<file path="src/rtl/txp_pkg.sv">
package txp_pkg;

  localparam int unsigned TXP_MIN_SYNC = 2;

  typedef enum logic [1:0] {
    FLG_HOLD  = 2'd0,
    FLG_SET   = 2'd1,
    FLG_CLEAR = 2'd2
  } flag_evt_e;

  // Load outranks the reader's release.
  function automatic flag_evt_e flag_decide(input logic load, input logic release_edge);
    if (load)              return FLG_SET;
    else if (release_edge) return FLG_CLEAR;
    else                   return FLG_HOLD;
  endfunction

endpackage

</file>
<file path="src/rtl/txp_edge_sync.sv">
module txp_edge_sync #(
  parameter int unsigned STAGES  = 2,
  parameter logic        RST_VAL = 1'b0
) (
  input  logic clk,
  input  logic rst,
  input  logic din,
  output logic lvl,
  output logic rise
);
  logic [STAGES:0] sr;

  always_ff @(posedge clk) begin
    if (rst) sr <= {(STAGES+1){RST_VAL}};
    else     sr <= {sr[STAGES-1:0], din};
  end

  assign lvl  = sr[STAGES-1];
  assign rise = sr[STAGES-1] & ~sr[STAGES];

  AST_RISE_SINGLE: assert property (@(posedge clk) disable iff (rst)
    rise |=> !rise);
endmodule

</file>
<file path="src/rtl/txp_align_pipe.sv">
module txp_align_pipe #(
  parameter int unsigned       W       = 9,
  parameter int unsigned       STAGES  = 2,
  parameter logic [W-1:0]      RST_VAL = '0
) (
  input  logic         clk,
  input  logic         rst,
  input  logic [W-1:0] din,
  output logic [W-1:0] dout
);
  logic [W-1:0] stg [STAGES];

  for (genvar g = 0; g < STAGES; g++) begin : g_stage
    if (g == 0) begin : g_first
      always_ff @(posedge clk) begin
        if (rst) stg[0] <= RST_VAL;
        else     stg[0] <= din;
      end
    end else begin : g_next
      always_ff @(posedge clk) begin
        if (rst) stg[g] <= RST_VAL;
        else     stg[g] <= stg[g-1];
      end
    end
  end

  assign dout = stg[STAGES-1];
endmodule

</file>
<file path="src/rtl/txp_word_reg.sv">
module txp_word_reg #(
  parameter int unsigned W = 8
) (
  input  logic         clk,
  input  logic         rst,
  input  logic         load,
  input  logic [W-1:0] d,
  output logic [W-1:0] q
);
  always_ff @(posedge clk) begin
    if (rst)       q <= '0;
    else if (load) q <= d;
  end
endmodule

</file>
<file path="src/rtl/txp_ready_flag.sv">
module txp_ready_flag
  import txp_pkg::*;
(
  input  logic clk,
  input  logic rst,
  input  logic load,
  input  logic release_edge,
  output logic flag
);
  flag_evt_e evt;

  always_comb evt = flag_decide(load, release_edge);

  always_ff @(posedge clk) begin
    if (rst) flag <= 1'b0;
    else begin
      unique case (evt)
        FLG_SET:   flag <= 1'b1;
        FLG_CLEAR: flag <= 1'b0;
        default:   flag <= flag;
      endcase
    end
  end

  AST_FLAG_SETS: assert property (@(posedge clk) disable iff (rst)
    load |=> flag);
  AST_FLAG_CLEARS: assert property (@(posedge clk) disable iff (rst)
    (release_edge && !load) |=> !flag);
  AST_FLAG_HOLDS: assert property (@(posedge clk) disable iff (rst)
    (!release_edge && !load) |=> $stable(flag));
  AST_LOAD_WINS: assert property (@(posedge clk) disable iff (rst)
    (release_edge && load) |=> flag);
endmodule

</file>
<file path="src/rtl/txp_out_stage.sv">
module txp_out_stage #(
  parameter int unsigned W = 8
) (
  input  logic         clk,
  input  logic         rst,
  input  logic         drive,
  input  logic [W-1:0] word,
  output logic [W-1:0] b_data,
  output logic         b_parity,
  output logic         b_drive_en
);
  logic par_fill;

  always_comb par_fill = ~(^word);

  always_ff @(posedge clk) begin
    if (rst) begin
      b_data     <= '0;
      b_parity   <= 1'b0;
      b_drive_en <= 1'b0;
    end else begin
      b_drive_en <= drive;
      b_data     <= drive ? word : '0;
      b_parity   <= drive & par_fill;
    end
  end

  AST_QUIET_OFF: assert property (@(posedge clk) disable iff (rst)
    !b_drive_en |-> (b_data == '0 && !b_parity));
  AST_DRIVE_WORD: assert property (@(posedge clk) disable iff (rst)
    b_drive_en |-> (b_data == $past(word)));
  AST_ODD_TOTAL: assert property (@(posedge clk) disable iff (rst)
    b_drive_en |-> (^{b_data, b_parity}));
endmodule

</file>
<file path="src/rtl/regtx_port.sv">
module regtx_port #(
  parameter int unsigned DATA_W      = 8,
  parameter int unsigned SYNC_STAGES = 2
) (
  input  logic              clk,
  input  logic              rst,
  input  logic [DATA_W-1:0] a_data,
  input  logic              ld_strobe,
  input  logic              ld_ce_n,
  input  logic              rd_oe_n,
  output logic [DATA_W-1:0] b_data,
  output logic              b_parity,
  output logic              b_drive_en,
  output logic              word_ready
);
  import txp_pkg::*;

  localparam int unsigned PIPE_W = DATA_W + 1;
  localparam logic [PIPE_W-1:0] PIPE_RST = {1'b1, {DATA_W{1'b0}}};

  logic              ld_lvl, ld_rise;
  logic              oe_lvl, oe_rise;
  logic [PIPE_W-1:0] aligned;
  logic              ce_n_d;
  logic [DATA_W-1:0] data_d;
  logic              do_load;
  logic [DATA_W-1:0] word_q;

  initial begin
    if (SYNC_STAGES < TXP_MIN_SYNC) $error("SYNC_STAGES below minimum");
  end

  txp_edge_sync #(.STAGES(SYNC_STAGES), .RST_VAL(1'b0)) u_ld_sync (
    .clk(clk), .rst(rst), .din(ld_strobe), .lvl(ld_lvl), .rise(ld_rise)
  );

  txp_edge_sync #(.STAGES(SYNC_STAGES), .RST_VAL(1'b1)) u_oe_sync (
    .clk(clk), .rst(rst), .din(rd_oe_n), .lvl(oe_lvl), .rise(oe_rise)
  );

  txp_align_pipe #(.W(PIPE_W), .STAGES(SYNC_STAGES), .RST_VAL(PIPE_RST)) u_align (
    .clk(clk), .rst(rst), .din({ld_ce_n, a_data}), .dout(aligned)
  );

  assign ce_n_d  = aligned[DATA_W];
  assign data_d  = aligned[DATA_W-1:0];
  assign do_load = ld_rise & ~ce_n_d;

  txp_word_reg #(.W(DATA_W)) u_word (
    .clk(clk), .rst(rst), .load(do_load), .d(data_d), .q(word_q)
  );

  txp_ready_flag u_flag (
    .clk(clk), .rst(rst), .load(do_load), .release_edge(oe_rise), .flag(word_ready)
  );

  txp_out_stage #(.W(DATA_W)) u_out (
    .clk(clk), .rst(rst), .drive(~oe_lvl), .word(word_q),
    .b_data(b_data), .b_parity(b_parity), .b_drive_en(b_drive_en)
  );

  AST_LOAD_TAKES: assert property (@(posedge clk) disable iff (rst)
    do_load |=> (word_q == $past(data_d)));
  AST_DISABLED_KEEPS: assert property (@(posedge clk) disable iff (rst)
    (ld_rise && ce_n_d) |=> $stable(word_q));
endmodule

</file>
<file path="config.mk">
export PLATFORM = sky130hd
export DESIGN_NAME = regtx_port
export DESIGN_NICKNAME = d
export VERILOG_FILES = /design/src/rtl/txp_pkg.sv /design/src/rtl/txp_edge_sync.sv /design/src/rtl/txp_align_pipe.sv /design/src/rtl/txp_word_reg.sv /design/src/rtl/txp_ready_flag.sv /design/src/rtl/txp_out_stage.sv /design/src/rtl/regtx_port.sv
export SDC_FILE = /design/constraint.sdc
export NUM_CORES = 1
export LEC_CHECK = 0
export CAP_MARGIN = 20
export CORE_MARGIN = 2
export CORE_UTILIZATION = 35
export CTS_CLUSTER_SIZE = 24
export DETAILED_ROUTE_END_ITERATION = 8
export DONT_BUFFER_PORTS = 1
export GPL_ROUTABILITY_DRIVEN = 0
export HOLD_SLACK_MARGIN = 0.08
export SLEW_MARGIN = 20
export SYNTH_ARGS = -nofsm -noshare
export SYNTH_HDL_FRONTEND = slang
export SYNTH_HIERARCHICAL = 1
export SYNTH_SLANG_ARGS = --single-unit
</file>
<file path="constraint.sdc">
create_clock -name clk -period 1.4 [get_ports clk]
set_input_delay 0.21 -clock clk [delete_from_list [all_inputs] [get_ports clk]]
set_output_delay 0.21 -clock clk [all_outputs]
set_load 0.005 [all_outputs]
</file>
==> results.md <==
- Status: completed
- Critical Path Sink Type: flop
- CP cell instances: nor2b_2 -> nor2b_4 -> mux2i_1 -> nor2_1
- Area of the multi-input gates: 437.9 sq um
- Largest net degree at the start of global routing: 27
- Cts bufs inserted: 5
- Register area share after synthesis: 64.06%
- H-tree depth: 2
- Hold depth: 1
- Slowest CP cell: dfxtp_1
- Endpoints failing setup: 0
- # DRC: 0
- Via count: 707
- Max incr delay on CP: 0.32 ns
- Max Slew Vio Count: 0
- Starting density of the core: 36.43%
- Drt via density: 4.017
- Routed length per instance: 9.744 um
- Post-CTS setup repair buffer count: 0
- PwrDens: 1299 nW/um^2
- Clk buf depth: 2
- Post-synth top area share: 64.06%
- CP Max Fanout: 9
- Reg2reg setup slack: 0.19 ns
- Post-DP HPWL: 1077 um
- Setup ws final: 0.1928 ns
- RSZ-0062 raised after global routing: no
- Syn Nets: 124
- Final critical-path share of the clock period: 86.23%
- Area post-placement: 1366 sq um
- DRT iter0 DRCs: 23
- Worst Tran Pin Value: 0.8427 ns
- CP bufs+invs: 0
- CTS tree: done
- Synth Register Bits: 43
- Max_slew headroom: 43.82%
- Skew final: 0.004588 ns
- Final hold vios: 0
- Drt first pass iters: 2
- Tot GR Track Use: 9.810%
- CP arrival: 1.35 ns
- Synth Cell Area: 1344 sq um
- WP depth: 4
- Pleak: 0.0006119 uW
- Peak supply drop: 651.1 uV
- Final ANT Viol Nets: 0
- Clk_lat worst skew: 0.29 ns
- Layout area overhead: 17.60%
- Cell count after synthesis: 111
- Hold Crit Class: input port to flop
- Max Cap Violations: 0
- Finished Cell Area: 1580 sq um
- Worst-path clk slew: 0.07 ns
- Synth unique cells: 16
- Syn. warnings: 6
- Filler cells: 374
- Vias in the first global route: 699
- Setup_tns: 0 ns
- Die Y: 65.96 um
- Family with the most delay on the worst path: simple AND/OR/NAND/NOR gates
- Type of the worst setup path: flop to flop
- Root buf cell: clkbuf_8
- I/O pin count: 24
- Crit path launch type: flop
- Synth top area cells: dfxtp_1 64%, nor2b_1 6.5%, mux2i_1 6.0%, xnor2_1 4.6%, and2b_1 3.9%
- Critical Path RT: 1.55 ns
- Synth Area per Inst: 12.11 sq um
- Initial antenna violation count: 0
- Final net count: 140
- Drt total wl: 1715 um
- Pre-CTS setup slack: 0.2351 ns
- IO Port Bufs: 0
- Die Wd: 65.96 um
- Worst R2R Path Depth: 4
- Post-layout util: 42.84%
- Placeable core region: 3689 sq um
- Grt ovf: 0
- N_diodes: 0
- Layout cells sized above 1: 7.813%
- Die area: 4351 sq um
- Dominant cell type by area after synthesis: dfxtp_1
- Final Critical Period: 1.207 ns
- First-pass GRT wire length: 3022 um
- FP Rows: 22
- FMAX: 0.8284 GHz
- TritonCTS Sinks: 43
- Storage cell area: 860.8 sq um
==> sequential cells by signal (all words and copies together) (netlist names) <==
signal	flops
u_flag/flag	1
u_out/b_data	8
u_align/stg	18
u_out/b_drive_en	1
u_oe_sync/sr	3
u_out/b_parity	1
u_ld_sync/sr	3
u_word/q	8
==> cell usage in the layout, fill, tap and decap left out, types with 5 or more instances in the layout <==
master,synthesis,layout
mux2i_1,8,8
or2_1,5,5
clkbuf_8,0,5
xnor2_1,7,7
nor2b_1,14,14
nor2_1,8,8
dlygate4sd3_1,0,12
dfxtp_1,43,43
and2b_1,7,7
and2_1,8,8
==> Yosys cell counts <==
cell and count:
dfxtp_1 43, xnor2_1 7, and2_1 8, nor2b_1 14, nor2_1 8, inv_1 2
nand2b_1 1, or2_1 5, nor2b_2 1, and2b_1 7, a21oi_2 1, nor2b_4 1
and2_2 1, buf_1 1, mux2i_1 8, buf_6 3
==> metrics by stage <==
stage | power [uW] | std cells | hold slack (ns)
CTS | 2086 | 176 | 0.09590
floorplan | 1332 | 111 | 0.2724
global placement | 1326 | 155 | 0.2774
detailed placement | 1328 | 155 | 0.2789
finish | 2054 | 176 | 0.1062
global route | 2151 | 176 | 0.09289
==> cell type report <==
cell class | count | area share (%)
inverter | 2 | 0.4751
clock inverter | 1 | 0.3167
sequential | 43 | 54.47
tap | 48 | 3.800
clock buffer | 7 | 4.830
timing repair buffer | 13 | 8.393
multi-input combinational | 62 | 27.71
==> cell families (layout without fill, tap and decap cells) <==
| kind of cell | Yosys count | count (layout) | synth area share [%] |
|---|---|---|---|
| AO/OA/AOI/OAI | 1 | 1 | 0.6519 |
| buffers and inverters | 6 | 23 | 3.352 |
| multiplexers | 8 | 8 | 5.959 |
| XOR/XNOR | 7 | 7 | 4.562 |
| flip-flops | 43 | 43 | 64.06 |
| AND/OR/NAND/NOR | 46 | 46 | 21.42 |
==> worst register-to-register path: cells and delay by family (launching register included) <==
| kind | cells | cell delay, ns |
|---|---|---|
| and+or+nand+nor | 3 | 0.51 |
| muxes | 1 | 0.23 |
| DFF | 1 | 0.32 |
==> layer usage <==
metal	part of all wire [%]	wire (um)	track usage (%)	up-vias
li1	-	-	-	370
met1	44	749	10.42	304
met2	45	775	15.03	28
met3	8.9	153	6.474	5
met4	2.2	38	4.592	0
met5	0	0	0	-
==> where the power goes <==
| part | switching [uW] | internal (uW) | leakage (uW) |
|---|---|---|---|
| clock network | 367 | 349 | 0.0000422 |
| logic | 24.5 | 47.7 | 0.000218 |
| registers | 9.09 | 1260 | 0.000352 |
==> repair_timing <==
action	4_1_cts	5_1_grt
hold buffers	13	0
resized for setup	0	1
hold endpoints to repair	32	0
setup endpoints to repair	0	2
==> worst paths after layout <==
path                     start                 to
max            u_ld_sync/sr[1]        u_word/q[7]
min                        rst  u_align/stg[0][2]
max reg2reg    u_ld_sync/sr[1]        u_word/q[7]
min reg2reg  u_align/stg[0][8]  u_align/stg[1][8]
Power figures use the tool's default switching activity.
